`config.mk`:
```
export PLATFORM = sky130hd
export DESIGN_NAME = ring_phase_counter
export DESIGN_NICKNAME = d
export VERILOG_FILES = /design/src/rtl/rpc_pkg.sv /design/src/rtl/tap_sync.sv /design/src/rtl/toggle_detect.sv /design/src/rtl/code_sum.sv /design/src/rtl/ring_phase_counter.sv
export SDC_FILE = /design/constraint.sdc
export NUM_CORES = 1
export LEC_CHECK = 0
export ABC_CLOCK_PERIOD_IN_PS = 4400
export BUFFER_PORTS_ARGS = -buffer_cell sky130_fd_sc_hd__buf_2
export CELL_PAD_IN_SITES_DETAIL_PLACEMENT = 0
export CELL_PAD_IN_SITES_GLOBAL_PLACEMENT = 1
export CORE_AREA = 5 5 76 78
export CTS_CLUSTER_DIAMETER = 80
export CTS_CLUSTER_SIZE = 30
export DETAILED_ROUTE_END_ITERATION = 8
export DIE_AREA = 0 0 81 83
export PLACE_DENSITY = 0.79
export SKIP_CTS_REPAIR_TIMING = 1
export SLEW_MARGIN = 5
export SYNTH_ARGS = -nofsm -noshare
export SYNTH_HDL_FRONTEND = slang
export SYNTH_SLANG_ARGS = --single-unit
```
`constraint.sdc`:
```
create_clock -name clk_i -period 4.4 [get_ports clk_i]
set_input_delay 0.44 -clock clk_i [delete_from_list [all_inputs] [get_ports clk_i]]
set_output_delay 0.44 -clock clk_i [all_outputs]
set_load 0.01 [all_outputs]
```
`src/rtl/rpc_pkg.sv`:
```
package rpc_pkg;
  function automatic int unsigned code_width(input int unsigned stages);
    return $clog2(stages + 1);
  endfunction
endpackage

```
`src/rtl/tap_sync.sv`:
```
module tap_sync #(
  parameter int unsigned N      = 15,
  parameter int unsigned STAGES = 2
) (
  input  logic         clk_i,
  input  logic         rst_ni,
  input  logic [N-1:0] d_i,
  output logic [N-1:0] d_o
);
  if (STAGES == 0) begin : g_bypass
    assign d_o = d_i;
  end else begin : g_flops
    logic [STAGES-1:0][N-1:0] pipe_q;
    always_ff @(posedge clk_i or negedge rst_ni) begin
      if (!rst_ni) begin
        pipe_q <= '0;
      end else begin
        pipe_q[0] <= d_i;
        for (int s = 1; s < STAGES; s++) pipe_q[s] <= pipe_q[s-1];
      end
    end
    assign d_o = pipe_q[STAGES-1];
  end
endmodule

```
`src/rtl/toggle_detect.sv`:
```
module toggle_detect #(
  parameter int unsigned N = 15
) (
  input  logic         clk_i,
  input  logic         rst_ni,
  input  logic [N-1:0] d_i,
  output logic [N-1:0] elem_o
);
  logic [N-1:0] samp_q;
  logic [N-1:0] elem_q;

  // difference of sampled phase: new sample vs. held one
  always_ff @(posedge clk_i or negedge rst_ni) begin
    if (!rst_ni) begin
      samp_q <= '0;
      elem_q <= '0;
    end else begin
      samp_q <= d_i;
      elem_q <= d_i ^ samp_q;
    end
  end

  assign elem_o = elem_q;


  idle_clear_chk: assert property (@(posedge clk_i) disable iff (!rst_ni)
    $past(rst_ni) && $stable(d_i) |=> elem_q == '0);
endmodule

```
`src/rtl/code_sum.sv`:
```
module code_sum #(
  parameter int unsigned N  = 15,
  parameter int unsigned CW = rpc_pkg::code_width(N)
) (
  input  logic          clk_i,
  input  logic          rst_ni,
  input  logic [N-1:0]  elem_i,
  output logic [CW-1:0] code_o,
  output logic          over_o
);
  logic [CW-1:0] sum_d;
  logic [CW-1:0] code_q;
  logic          over_q;

  always_comb begin
    sum_d = '0;
    for (int i = 0; i < N; i++) sum_d = sum_d + CW'(elem_i[i]);
  end

  always_ff @(posedge clk_i or negedge rst_ni) begin
    if (!rst_ni) begin
      code_q <= '0;
      over_q <= 1'b0;
    end else begin
      code_q <= sum_d;
      over_q <= &elem_i;
    end
  end

  assign code_o = code_q;
  assign over_o = over_q;


  code_match_chk: assert property (@(posedge clk_i) disable iff (!rst_ni)
    code_q == CW'($countones($past(elem_i))));


  over_code_chk: assert property (@(posedge clk_i) disable iff (!rst_ni)
    over_q == (code_q == CW'(N)));


  code_hold_chk: assert property (@(posedge clk_i) disable iff (!rst_ni)
    $past(rst_ni) && $stable(elem_i) |=> $stable(code_q));
endmodule

```
`src/rtl/ring_phase_counter.sv`:
```
module ring_phase_counter #(
  parameter int unsigned N           = 15,
  parameter int unsigned SYNC_STAGES = 2,
  localparam int unsigned CW         = rpc_pkg::code_width(N)
) (
  input  logic          clk_i,
  input  logic          rst_ni,
  input  logic [N-1:0]  phase_i,
  output logic [N-1:0]  elem_o,
  output logic [CW-1:0] code_o,
  output logic          over_o
);
  logic [N-1:0] phase_s;

  tap_sync #(.N(N), .STAGES(SYNC_STAGES)) u_sync (
    .clk_i (clk_i),
    .rst_ni(rst_ni),
    .d_i   (phase_i),
    .d_o   (phase_s)
  );

  toggle_detect #(.N(N)) u_diff (
    .clk_i (clk_i),
    .rst_ni(rst_ni),
    .d_i   (phase_s),
    .elem_o(elem_o)
  );

  code_sum #(.N(N), .CW(CW)) u_sum (
    .clk_i (clk_i),
    .rst_ni(rst_ni),
    .elem_i(elem_o),
    .code_o(code_o),
    .over_o(over_o)
  );


  reset_clear_chk: assert property (@(posedge clk_i)
    !rst_ni |-> (elem_o == '0 && code_o == '0 && !over_o));
endmodule

```
Word-level counts from Yosys, hierarchy flattened

Index checks and enable logic that the tools add are counted.

Register bits after elaboration: 65
Output and inout port bits: 20
Input bits: 17
Word-level logic and storage cells: 22

Bitwise gates (word level): 1
Reductions and logical operators: 1
Add/sub/neg operators: 14

Operators with widths:

| kind                 | count |
|---|---|
| adder 4 x 1 -> 4 bit | 13 |
| AND reduction 15 bit | 1 |
| bitwise XOR 15 bit   | 1 |
| adder 1 x 1 -> 2 bit | 1 |

Longest topological paths before layout

Gate-level depths: netlist of the first run.

Depth in word-level cells: 14
Gate-level depth with buffers: 13
Gate-level depth less buffers: 13

Hierarchy

Synthesis of the first run repeated with hierarchy kept, for this count alone.

Cell total of the unflattened synthesis: 137
Area total of the unflattened synthesis: 2272.2 µm²

By module, submodules not included:

| module        | area an instance (µm²) | sequential area each (µm²) | cells an instance | instances |
|---|---|---|---|---|
| toggle_detect | 882.1                  | 750.7                      | 45                | 1 |
| tap_sync      | 863.3                  | 750.7                      | 45                | 1 |
| code_sum      | 526.8                  | 125.1                      | 47                | 1 |

Worst setup path after synthesis of the first run

OpenSTA, ideal clock, no wires.

Path kind: register -> register
Start: register u_diff.elem_q[0] (netlist: u_diff.elem_o[0])
End: register u_sum.code_q[3] (netlist: u_sum.code_o[3])
Data required time: 4.320 ns
Data arrival time: 3.423 ns
Slack: 0.897 ns
Stages on the path, launching flop included: 12
Setup time: 0.080 ns
Buffers on the path: 0
Clock period less this slack: 3.503 ns
Cell sequence: dfrtp_1 > ha_1 > inv_1 > fa_1 > fa_1 > fa_1 > fa_1 > inv_1 > ha_1 > a21o_1 > a21oi_2 > xnor2_1

Longest elaborated chain between the ends: 14

RTL lines:

| element                            | line                | RTL |
|---|---|---|
| from (decl)                        | toggle_detect.sv:10 | `logic [N-1:0] elem_q;` |
| from (signal assigned)             | toggle_detect.sv:19 | `elem_q <= d_i ^ samp_q;` |
| adder 1 x 1 -> 2 bit               | code_sum.sv:17      | `for (int i = 0; i < N; i++) sum_d = sum_d + CW'(elem_i[i]);` |
| adder 4 x 1 -> 4 bit (13 in a row) | code_sum.sv:17      |  |
| net u_sum.sum_d[3]                 | code_sum.sv:11      | `logic [CW-1:0] sum_d;` |
| to (signal assigned)               | code_sum.sv:25      | `code_q <= sum_d;` |
| to (decl)                          | code_sum.sv:12      | `logic [CW-1:0] code_q;` |

The timed path passes the listed nets, and every way through them passes these cells.

Worst setup path after layout of the first run

Same ends and word-level chain as after synthesis.

==> results.sh, run 1 <==
export IMPL_fp_coreArea_um2=5010
export IMPL_track_usage_pct=11.0
export IMPL_finalNonFillerCells=249
export IMPL_cp_data_required_time_ps=4640
export IMPL_worst_pin_slew_ps=760
export IMPL_dieWidth_um=81
export IMPL_skew_ps=4.23
export IMPL_post_synth_top_area_cell="sky130_fd_sc_hd__dfrtp_1"
export IMPL_design_portCount=37
export IMPL_drt_antenna_violating_nets=0
export IMPL_yosys_area_top_type_share_pct=75.4
export IMPL_placement_rows=26
export IMPL_drt_vias_per_instance=4.20
export IMPL_path_class="flip-flop to flip-flop"
export IMPL_cpMostUsedCell="sky130_fd_sc_hd__fa_1"
export IMPL_crit_path_start="u_diff.elem_o[0]"
export IMPL_critical_path_slowest_cell="sky130_fd_sc_hd__fa_1"
export IMPL_multiInputGateArea_um2=449
export IMPL_placement_io_buffers=36
export IMPL_vias=1046
export IMPL_rsz0062_at_grt="no"
export IMPL_fmax_ghz=0.276
export IMPL_cts_max_level=3
export IMPL_timing_slew_headroom_pct=49.3
export IMPL_regArea_um2=1630
export IMPL_endpoint_kind="flip-flop"
export IMPL_timing_max_transition_violations_final=0
export IMPL_synthesis_area_per_instance_um2=17.1
export IMPL_drt_first_pass_iters=3
export IMPL_post_synthesis_cell_area_um2=2160
export IMPL_period_needed_ps=3620
export IMPL_ys_warnings_count=0
export IMPL_drive_gt1_share_pct=29.1
export IMPL_power_per_cell_area_nw_per_um2=601
export IMPL_critical_path_top_delay_family="adder cells"
export IMPL_num_nets_final=206
export IMPL_detail_route_wirelength_um=3100
export IMPL_die_area_um2=6720
export IMPL_half_perimeter_wire_length_of_the_detailed_placement_result_um=2250
export IMPL_tritoncts="built"
export IMPL_status="complete, no violations"
export IMPL_worst_path_stages=11
export IMPL_cap_violations=0
export IMPL_sequential_cell_area_fraction_in_the_yosys_report_pct=75.4
export IMPL_worstPathMaxFanout=2
export IMPL_worstRegToRegCells=11
export IMPL_reg2reg_slack_ps=780
export IMPL_source_of_the_worst_register_to_register_timing_path="u_diff.elem_o[0]"
export IMPL_gr_total_overflow=0
export IMPL_worstHoldPathType="input port to flip-flop"
export IMPL_fill_cells=436
export IMPL_yosys_top_cells_area="sky130_fd_sc_hd__dfrtp_1, sky130_fd_sc_hd__fa_1, sky130_fd_sc_hd__xor2_1, sky130_fd_sc_hd__inv_1, sky130_fd_sc_hd__ha_1"
export IMPL_drc=0
export IMPL_setup_viol_count_final=0
export IMPL_mappedNetlistNets=158
export IMPL_grt_max_degree=66
export IMPL_capturing_instance_or_port_of_the_critical_path="u_sum.code_o[3]"
export IMPL_layout_commonest_cell="sky130_fd_sc_hd__dfrtp_1"
export IMPL_cp_bufs_invs=2
export IMPL_period_share_pct=82.3
export IMPL_postSynthCellCount=126
export IMPL_antenna_violations_before_repair=0
export IMPL_drt_initial_drc_count=61
export IMPL_finalSetupTns_ps=0
export IMPL_initial_core_util_pct=43.1
export IMPL_clock_sinks=65
export IMPL_die_h_um=83
export IMPL_grt_first_pass_wirelength_um=5360
export IMPL_ctsLongestPathBuffers=2
export IMPL_cts_root_buf="sky130_fd_sc_hd__clkbuf_8"
export IMPL_ys_seq_elements=65
export IMPL_clock_insertion_delay_worst_skew_ps=320
export IMPL_syn2layout_area_growth_pct=22.4
export IMPL_static_leakage_power_uw=0.00133
export IMPL_layout_common_cells="sky130_fd_sc_hd__dfrtp_1, sky130_fd_sc_hd__buf_2, sky130_fd_sc_hd__inv_1"
export IMPL_crit_chain="ha_1 > inv_1 > fa_1 > fa_1 > fa_1 > fa_1 > inv_1 > ha_1 > a21o_1 > a21oi_2 > xnor2_1"
export IMPL_wl_per_cell_um=12.4
export IMPL_grt_pass1_vias=1157
export IMPL_capture_instance_of_the_worst_register_to_register_path="u_sum.code_o[3]"
export IMPL_critPathLaunchType="flip-flop"
export IMPL_cp_slowest_stage_delay_ps=580
export IMPL_clkSlewWorstSetupHoldPaths_ps=60
export IMPL_cp_arrival_ps=3860
export IMPL_dp_cells=233
export IMPL_insertedDiodeCount=0
export IMPL_gp_congestion=0.774
export IMPL_timing_hold_violations_final=0
export IMPL_yosys_cell_types_count=11
export IMPL_cts_buffers=9
export IMPL_vdd_ir_drop_max_mv=0.269
==> power by group <==
group | total [µW] | internal [µW] | switching (µW)
sequential | 683 | 659 | 24.1
combinational | 400 | 185 | 215
clock | 505 | 308 | 197
total | 1590 | 1150 | 436
==> registers in the layout (all words and copies together) (netlist names) <==
| name | count |
|---|---|
| u_diff.elem_o | 15 |
| u_diff.samp_q | 15 |
| u_sync.d_o | 15 |
| u_sync.g_flops.pipe_q | 15 |
| u_sum.code_o | 4 |
| u_sum.over_o | 1 |
==> cell families (layout without fill, tap and decap cells) <==
logic type | after synthesis | in the layout | share of synthesized area [%]
AO/OA/AOI/OAI | 2 | 2 | 0.754
buffers and inverters | 22 | 75 | 3.83
AND/OR/NAND/NOR | 5 | 5 | 1.33
flip-flops | 65 | 65 | 75.4
XOR/XNOR | 17 | 17 | 6.90
adder cells (fa/ha/maj) | 15 | 15 | 11.8
==> synthesized netlist by cell type (all sizes together) <==
| cell type | count |
|---|---|
| a21oi | 1 |
| a21o | 1 |
| inv | 22 |
| fa | 9 |
| nand4 | 3 |
| xor2 | 15 |
| nand2 | 1 |
| nor4 | 1 |
| xnor2 | 2 |
| ha | 6 |
| dfrtp | 65 |
==> area by class of cell <==
type | count | share of cell area, %
multi-input cells | 39 | 17.0
clock inverters | 2 | 1.33
clock buffers | 14 | 6.54
flip-flops and latches | 65 | 61.6
repair buffers | 37 | 7.11
well taps | 70 | 3.32
inverters | 22 | 3.13
==> worst reg2reg max path, delay by kind of cell, from the launching register on <==
family          cells  cell delay (ps)
flops               1              380
xor+xnor            1              140
buf+inv             2              120
fa+ha+maj           6             2550
compound gates      2              340
==> layer usage <==
metal / part of all wire, % / track usage [%]
met1: 37 / 12.0
met2: 51 / 16.7
met3: 6.2 / 4.44
met4: 5.8 / 8.45
met5: 0 / 0
==> metrics by stage <==
| stage | total power (µW) | util (%) | setup slack [ps] | instance area [µm²] | hold WS, ps |
|---|---|---|---|---|---|
| after floorplan | 975 | - | 897 | 2160 | 144 |
| after detailed placement | 1110 | 48.6 | 761 | 2430 | 335 |
| after global routing | 1710 | 52.7 | 624 | 2640 | 197 |
| final | 1590 | 52.7 | 779 | 2640 | 223 |
| after CTS | 1610 | 52.7 | 765 | 2640 | 202 |
| after global placement | 1060 | 48.6 | 904 | 2430 | 332 |
==> worst min path at each step <==
stage	start	to	slack [ps]	cells past startpoint
after global routing	phase_i[0]	u_sync.g_flops.pipe_q[0]	200	1
after detailed placement	u_sync.g_flops.pipe_q[10]	u_sync.d_o[10]	330	0
after global placement	u_sync.g_flops.pipe_q[12]	u_sync.d_o[12]	330	0
after CTS	phase_i[4]	u_sync.g_flops.pipe_q[4]	200	1
after floorplan	rst_ni	u_diff.elem_o[0]	140	0
final	phase_i[4]	u_sync.g_flops.pipe_q[4]	220	1
Note: power is estimated with default switching activity, not from simulation.
==> run 2, diff against run 1 <==
--- a/config.mk
+++ b/config.mk
@@ -5,7 +5,7 @@
 export SDC_FILE = /design/constraint.sdc
 export NUM_CORES = 1
 export LEC_CHECK = 0
-export ABC_CLOCK_PERIOD_IN_PS = 4400
+export ABC_CLOCK_PERIOD_IN_PS = 3600
 export BUFFER_PORTS_ARGS = -buffer_cell sky130_fd_sc_hd__buf_2
 export CELL_PAD_IN_SITES_DETAIL_PLACEMENT = 0
 export CELL_PAD_IN_SITES_GLOBAL_PLACEMENT = 1
==> constraint.sdc (replaced) <==
create_clock -name clk_i -period 3.6 [get_ports clk_i]
set_input_delay 0.36 -clock clk_i [delete_from_list [all_inputs] [get_ports clk_i]]
set_output_delay 0.36 -clock clk_i [all_outputs]
set_load 0.01 [all_outputs]
==> run 2 against run 1 <==
Sequential share of layout area rose by 0.92 points. Register-to-register slack got worse by 640 ps. Utilization fell by 0.77 points. Sequential cell count did not move. Non-clock buffer count rose by 1. Largest power group unchanged. Clock power fell by 1%. Total power rose by 15%. Setup slack got worse by 640 ps. Sequential power rose by 22%. Combinational power rose by 22%. Clock skew rose by 0.60 ps. Maximum frequency rose by 4.5%.
==> results.sh, run 2 (synthesis results as in run 1) <==
export IMPL_half_perimeter_wire_length_of_the_detailed_placement_result_um=2250
export IMPL_timing_slew_headroom_pct=38.5
export IMPL_grt_first_pass_wirelength_um=5040
export IMPL_clock_sinks=65
export IMPL_drc=0
export IMPL_status="complete, no violations"
export IMPL_period_needed_ps=3460
export IMPL_skew_ps=4.84
export IMPL_capturing_instance_or_port_of_the_critical_path="u_sum.code_o[2]"
export IMPL_cp_arrival_ps=3680
export IMPL_critical_path_slowest_cell="sky130_fd_sc_hd__fa_1"
export IMPL_worstRegToRegCells=11
export IMPL_critPathLaunchType="flip-flop"
export IMPL_gp_congestion=0.787
export IMPL_worstHoldPathType="input port to flip-flop"
export IMPL_cts_max_level=3
export IMPL_fill_cells=444
export IMPL_die_h_um=83
export IMPL_drive_gt1_share_pct=29.6
export IMPL_dieWidth_um=81
export IMPL_num_nets_final=207
export IMPL_cpMostUsedCell="sky130_fd_sc_hd__fa_1"
export IMPL_grt_pass1_vias=1147
export IMPL_syn2layout_area_growth_pct=20.6
export IMPL_setup_viol_count_final=0
export IMPL_design_portCount=37
export IMPL_ctsLongestPathBuffers=2
export IMPL_insertedDiodeCount=0
export IMPL_placement_rows=26
export IMPL_endpoint_kind="flip-flop"
export IMPL_layout_common_cells="sky130_fd_sc_hd__dfrtp_1, sky130_fd_sc_hd__buf_2, sky130_fd_sc_hd__inv_1"
export IMPL_tritoncts="built"
export IMPL_grt_max_degree=45
export IMPL_wl_per_cell_um=12.0
export IMPL_static_leakage_power_uw=0.00131
export IMPL_timing_max_transition_violations_final=0
export IMPL_reg2reg_slack_ps=140
export IMPL_drt_initial_drc_count=43
export IMPL_vias=1042
export IMPL_clkSlewWorstSetupHoldPaths_ps=60
export IMPL_worst_pin_slew_ps=923
export IMPL_worst_path_stages=11
export IMPL_clock_insertion_delay_worst_skew_ps=330
export IMPL_cp_bufs_invs=3
export IMPL_layout_commonest_cell="sky130_fd_sc_hd__dfrtp_1"
export IMPL_drt_antenna_violating_nets=0
export IMPL_worstPathMaxFanout=2
export IMPL_hold_path_startpoint="phase_i[2]"
export IMPL_track_usage_pct=10.4
export IMPL_fp_coreArea_um2=5010
export IMPL_initial_core_util_pct=43.1
export IMPL_source_of_the_worst_register_to_register_timing_path="u_diff.elem_o[0]"
export IMPL_whs_ps=134
export IMPL_crit_chain="ha_1 > inv_1 > fa_1 > fa_1 > fa_1 > fa_1 > inv_1 > ha_1 > inv_1 > fa_1 > xnor2_1"
export IMPL_critical_path_top_delay_family="adder cells"
export IMPL_drt_first_pass_iters=4
export IMPL_path_class="flip-flop to flip-flop"
export IMPL_cp_data_required_time_ps=3810
export IMPL_cap_violations=0
export IMPL_capture_instance_of_the_worst_register_to_register_path="u_sum.code_o[2]"
export IMPL_final_core_utilization_pct=51.9
export IMPL_detail_route_wirelength_um=3000
export IMPL_period_share_pct=96.2
export IMPL_crit_path_start="u_diff.elem_o[0]"
export IMPL_fmax_ghz=0.289
export IMPL_timing_hold_violations_final=0
export IMPL_gr_total_overflow=0
export IMPL_vdd_ir_drop_max_mv=0.305
export IMPL_drt_vias_per_instance=4.18
export IMPL_die_area_um2=6720
export IMPL_cts_buffers=9
export IMPL_cts_root_buf="sky130_fd_sc_hd__clkbuf_8"
export IMPL_finalSetupTns_ps=0
export IMPL_dp_slack_ps=30.5
export IMPL_post_route_worst_setup_slack_ps=136
export IMPL_cp_slowest_stage_delay_ps=540
export IMPL_power_per_cell_area_nw_per_um2=701
export IMPL_placement_io_buffers=36
export IMPL_antenna_violations_before_repair=0
[run 2: changes by cell type in the layout (fill, tap and decap cells not counted)]
cell                        change
sky130_fd_sc_hd__buf_4          +1
sky130_fd_sc_hd__bufinv_16      -1
sky130_fd_sc_hd__clkbuf_1       -1
sky130_fd_sc_hd__clkbuf_8       -2
sky130_fd_sc_hd__clkinv_2       +3
[run 2: final cells by class]
type                    count  area (µm²)  area share [%]
clock buffers              11         141            5.43
clock inverters             4        20.0           0.769
inverters                  22        82.6            3.17
multi-input cells          39         449            17.3
flip-flops and latches     65        1630            62.5
well taps                  70        87.6            3.37
repair buffers             38         195            7.50
[run 2: worst min path at each step]
| stage | end | slack, ps | cells after the start |
|---|---|---|---|
| 2_1_floorplan | u_diff.elem_o[0] | 60 | 0 |
| 3_3_place_gp | u_sync.d_o[6] | 330 | 0 |
| 3_5_place_dp | u_sync.d_o[2] | 330 | 0 |
| 4_1_cts | u_sync.g_flops.pipe_q[2] | 120 | 1 |
| 5_1_grt | u_sync.g_flops.pipe_q[0] | 110 | 1 |
| 6_report | u_sync.g_flops.pipe_q[2] | 130 | 1 |
[run 2: layer usage]
layer  up-vias  GRT usage [%]  wire (µm)  part of all wire, %
met2        27           17.5       1660                   55
li1        481              -          -                    -
met1       523           9.89       1040                   35
met4         0           8.29        102                  3.4
met5         -              0          0                    0
met3        11           3.57        203                  6.8
[run 2: worst reg2reg max path: cells and delay by family, from the launching register on]
kind                     cells  cell delay, ps
XOR/XNOR                     1             140
adder cells (fa/ha/maj)      7            2690
buffers and inverters        3             160
flip-flops                   1             380
[run 2: power by group]
part	switching [µW]	total (µW)	internal, µW
Sequential	29.8	836	806
Combinational	250	490	240
Clock	240	500	260
Total	520	1830	1310
[run 2: per-stage QoR]
| stage | total power (µW) | instance area (µm²) | instances |
|---|---|---|---|
| floorplan | 1190 | 2160 | 126 |
| global placement | 1300 | 2430 | 233 |
| detailed placement | 1330 | 2430 | 233 |
| CTS | 1840 | 2590 | 248 |
| global route | 1960 | 2600 | 249 |
| finish | 1830 | 2600 | 249 |
==> run 3, diff against run 2 <==
--- a/config.mk
+++ b/config.mk
@@ -6,7 +6,6 @@
 export NUM_CORES = 1
 export LEC_CHECK = 0
 export ABC_CLOCK_PERIOD_IN_PS = 3600
-export BUFFER_PORTS_ARGS = -buffer_cell sky130_fd_sc_hd__buf_2
 export CELL_PAD_IN_SITES_DETAIL_PLACEMENT = 0
 export CELL_PAD_IN_SITES_GLOBAL_PLACEMENT = 1
 export CORE_AREA = 5 5 76 78
@@ -14,7 +13,8 @@
 export CTS_CLUSTER_SIZE = 30
 export DETAILED_ROUTE_END_ITERATION = 8
 export DIE_AREA = 0 0 81 83
-export PLACE_DENSITY = 0.79
+export DONT_BUFFER_PORTS = 1
+export PLACE_DENSITY = 0.72
 export SKIP_CTS_REPAIR_TIMING = 1
 export SLEW_MARGIN = 5
 export SYNTH_ARGS = -nofsm -noshare
==> run 3 against run 2 <==
Sequential power up 3.1%. Register-to-register slack worse by 50 ps. Global-route usage up 0.10 points. Total power up 5.4%. Via count down 14%. Design area down 2.9%. Clock power up 24%. Clock skew down 0.82 ps. Routed wire length down 4.6%. Die area unchanged. Final cell count down 12%.
==> results.sh, run 3 (synthesis results as in run 1) <==
export IMPL_path_class="flip-flop to flip-flop"
export IMPL_cp_arrival_ps=3730
export IMPL_grt_max_degree=66
export IMPL_fmax_ghz=0.285
export IMPL_layout_commonest_cell="sky130_fd_sc_hd__dfrtp_1"
export IMPL_fill_cells=427
export IMPL_layout_common_cells="sky130_fd_sc_hd__dfrtp_1, sky130_fd_sc_hd__inv_1, sky130_fd_sc_hd__xor2_1"
export IMPL_initial_core_util_pct=43.1
export IMPL_power_per_cell_area_nw_per_um2=762
export IMPL_detail_route_wirelength_um=2860
export IMPL_vias=896
export IMPL_num_nets_final=175
export IMPL_antenna_violations_before_repair=0
export IMPL_rsz0062_at_grt="yes"
export IMPL_placement_rows=26
export IMPL_clkSlewWorstSetupHoldPaths_ps=70
export IMPL_routedLengthMet1_um=1100
export IMPL_syn2layout_area_growth_pct=17.0
export IMPL_clock_insertion_delay_worst_skew_ps=330
export IMPL_timing_hold_violations_final=0
export IMPL_cp_slowest_stage_delay_ps=550
export IMPL_whs_ps=56.2
export IMPL_critical_path_top_delay_family="adder cells"
export IMPL_clock_sinks=65
export IMPL_period_needed_ps=3510
export IMPL_cap_violations=0
export IMPL_setup_viol_count_final=0
export IMPL_vdd_ir_drop_max_mv=0.310
export IMPL_wl_per_cell_um=13.1
export IMPL_met3_wirelength_um=240
export IMPL_endpoint_kind="flip-flop"
export IMPL_placement_io_buffers=0
export IMPL_crit_chain="ha_1 > inv_1 > fa_1 > fa_1 > fa_2 > fa_1 > inv_1 > ha_2 > inv_2 > fa_1 > xnor2_1"
export IMPL_drc=0
export IMPL_timing_max_transition_violations_final=0
export IMPL_grt_first_pass_wirelength_um=4950
export IMPL_dieWidth_um=81
export IMPL_die_area_um2=6720
export IMPL_wl_met2_um=1410
export IMPL_drt_initial_drc_count=28
export IMPL_skew_ps=4.01
export IMPL_cp_bufs_invs=3
export IMPL_finalPower_uw=1920
export IMPL_static_leakage_power_uw=0.00121
export IMPL_cp_data_required_time_ps=3810
export IMPL_fp_coreArea_um2=5010
export IMPL_timing_slew_headroom_pct=78.9
export IMPL_insertedDiodeCount=0
export IMPL_period_share_pct=97.6
export IMPL_track_usage_pct=10.5
export IMPL_cts_max_level=3
export IMPL_ctsLongestPathBuffers=2
export IMPL_die_h_um=83
export IMPL_gr_total_overflow=0
export IMPL_grt_pass1_vias=996
export IMPL_status="complete, no violations"
export IMPL_cts_root_buf="sky130_fd_sc_hd__clkbuf_8"
export IMPL_worstPathMaxFanout=2
export IMPL_cts_buffers=9
export IMPL_gp_congestion=0.724
export IMPL_critPathLaunchType="flip-flop"
export IMPL_drt_vias_per_instance=4.11
export IMPL_tritoncts="built"
export IMPL_route_top_layer_used="met4"
export IMPL_critical_path_slowest_cell="sky130_fd_sc_hd__fa_2"
export IMPL_drt_first_pass_iters=4
export IMPL_worst_pin_slew_ps=313
export IMPL_cpMostUsedCell="sky130_fd_sc_hd__fa_1"
export IMPL_worstHoldPathType="input port to flip-flop"
export IMPL_drt_antenna_violating_nets=0
export IMPL_half_perimeter_wire_length_of_the_detailed_placement_result_um=2060
export IMPL_drive_gt1_share_pct=15.5
export IMPL_design_portCount=37
-- run 3: cell types whose count changed in the layout (fill, tap and decap cells not counted), moves of 2 or more --
| cell | before | now |
|---|---|---|
| sky130_fd_sc_hd__buf_2 | 36 | 0 |
| sky130_fd_sc_hd__clkinv_2 | 4 | 1 |
| sky130_fd_sc_hd__clkbuf_8 | 10 | 12 |
| sky130_fd_sc_hd__buf_4 | 2 | 4 |
-- run 3: routing by layer --
layer / up-vias / global-route usage (%)
met3: 12 / 5.74
met5: - / 0
met2: 30 / 14.8
li1: 417 / -
met4: 0 / 7.53
met1: 437 / 11.7
-- run 3: path summary, 6_finish.rpt --
kind,slack (ps),endpoint,depth (start not counted),from
setup / recovery,90,u_sum.code_o[2],11,u_diff.elem_o[0]
hold / removal,60,u_sync.g_flops.pipe_q[3],0,phase_i[3]
setup reg to reg,90,u_sum.code_o[2],11,u_diff.elem_o[0]
hold reg to reg,350,u_sync.d_o[11],0,u_sync.g_flops.pipe_q[11]
max in group asynchronous,2780,u_diff.elem_o[4],2,rst_ni
min in group asynchronous,560,u_sum.over_o,2,rst_ni
-- run 3: cell type report --
class | count | area, µm² | area share, %
Clock buffer | 14 | 173 | 6.84
Clock inverter | 2 | 35.0 | 1.39
Inverter | 22 | 82.6 | 3.27
Multi-Input combinational cell | 39 | 454 | 18.0
Sequential cell | 65 | 1630 | 64.4
Tap cell | 70 | 87.6 | 3.47
Timing Repair Buffer | 6 | 67.6 | 2.67
-- run 3: stage by stage --
stage,TNS [ps],util (%),worst slack [ps],area (µm²),cells
floorplan,0,-,97.1,2160,126
global placement,0,45.1,93.4,2260,198
detailed placement,-9.08,45.1,-9.08,2260,198
CTS,-20.2,49.3,-20.2,2470,214
global route,-103,50.4,-50.7,2530,218
finish,0,50.4,85.5,2530,218
-- run 3: report_power, final --
part | internal, µW | leakage [µW] | total [µW] | switching (µW)
sequential | 806 | 0.000760 | 862 | 55.8
combinational | 223 | 0.000343 | 441 | 218
clock | 376 | 0.000107 | 621 | 245
-- run 3: worst reg2reg max path, delay by kind of cell, from the launching register on --
family,cells,cell delay (ps)
XOR/XNOR,1,130
adder cells (fa/ha/maj),7,2730
flip-flops,1,380
buffers and inverters,3,150
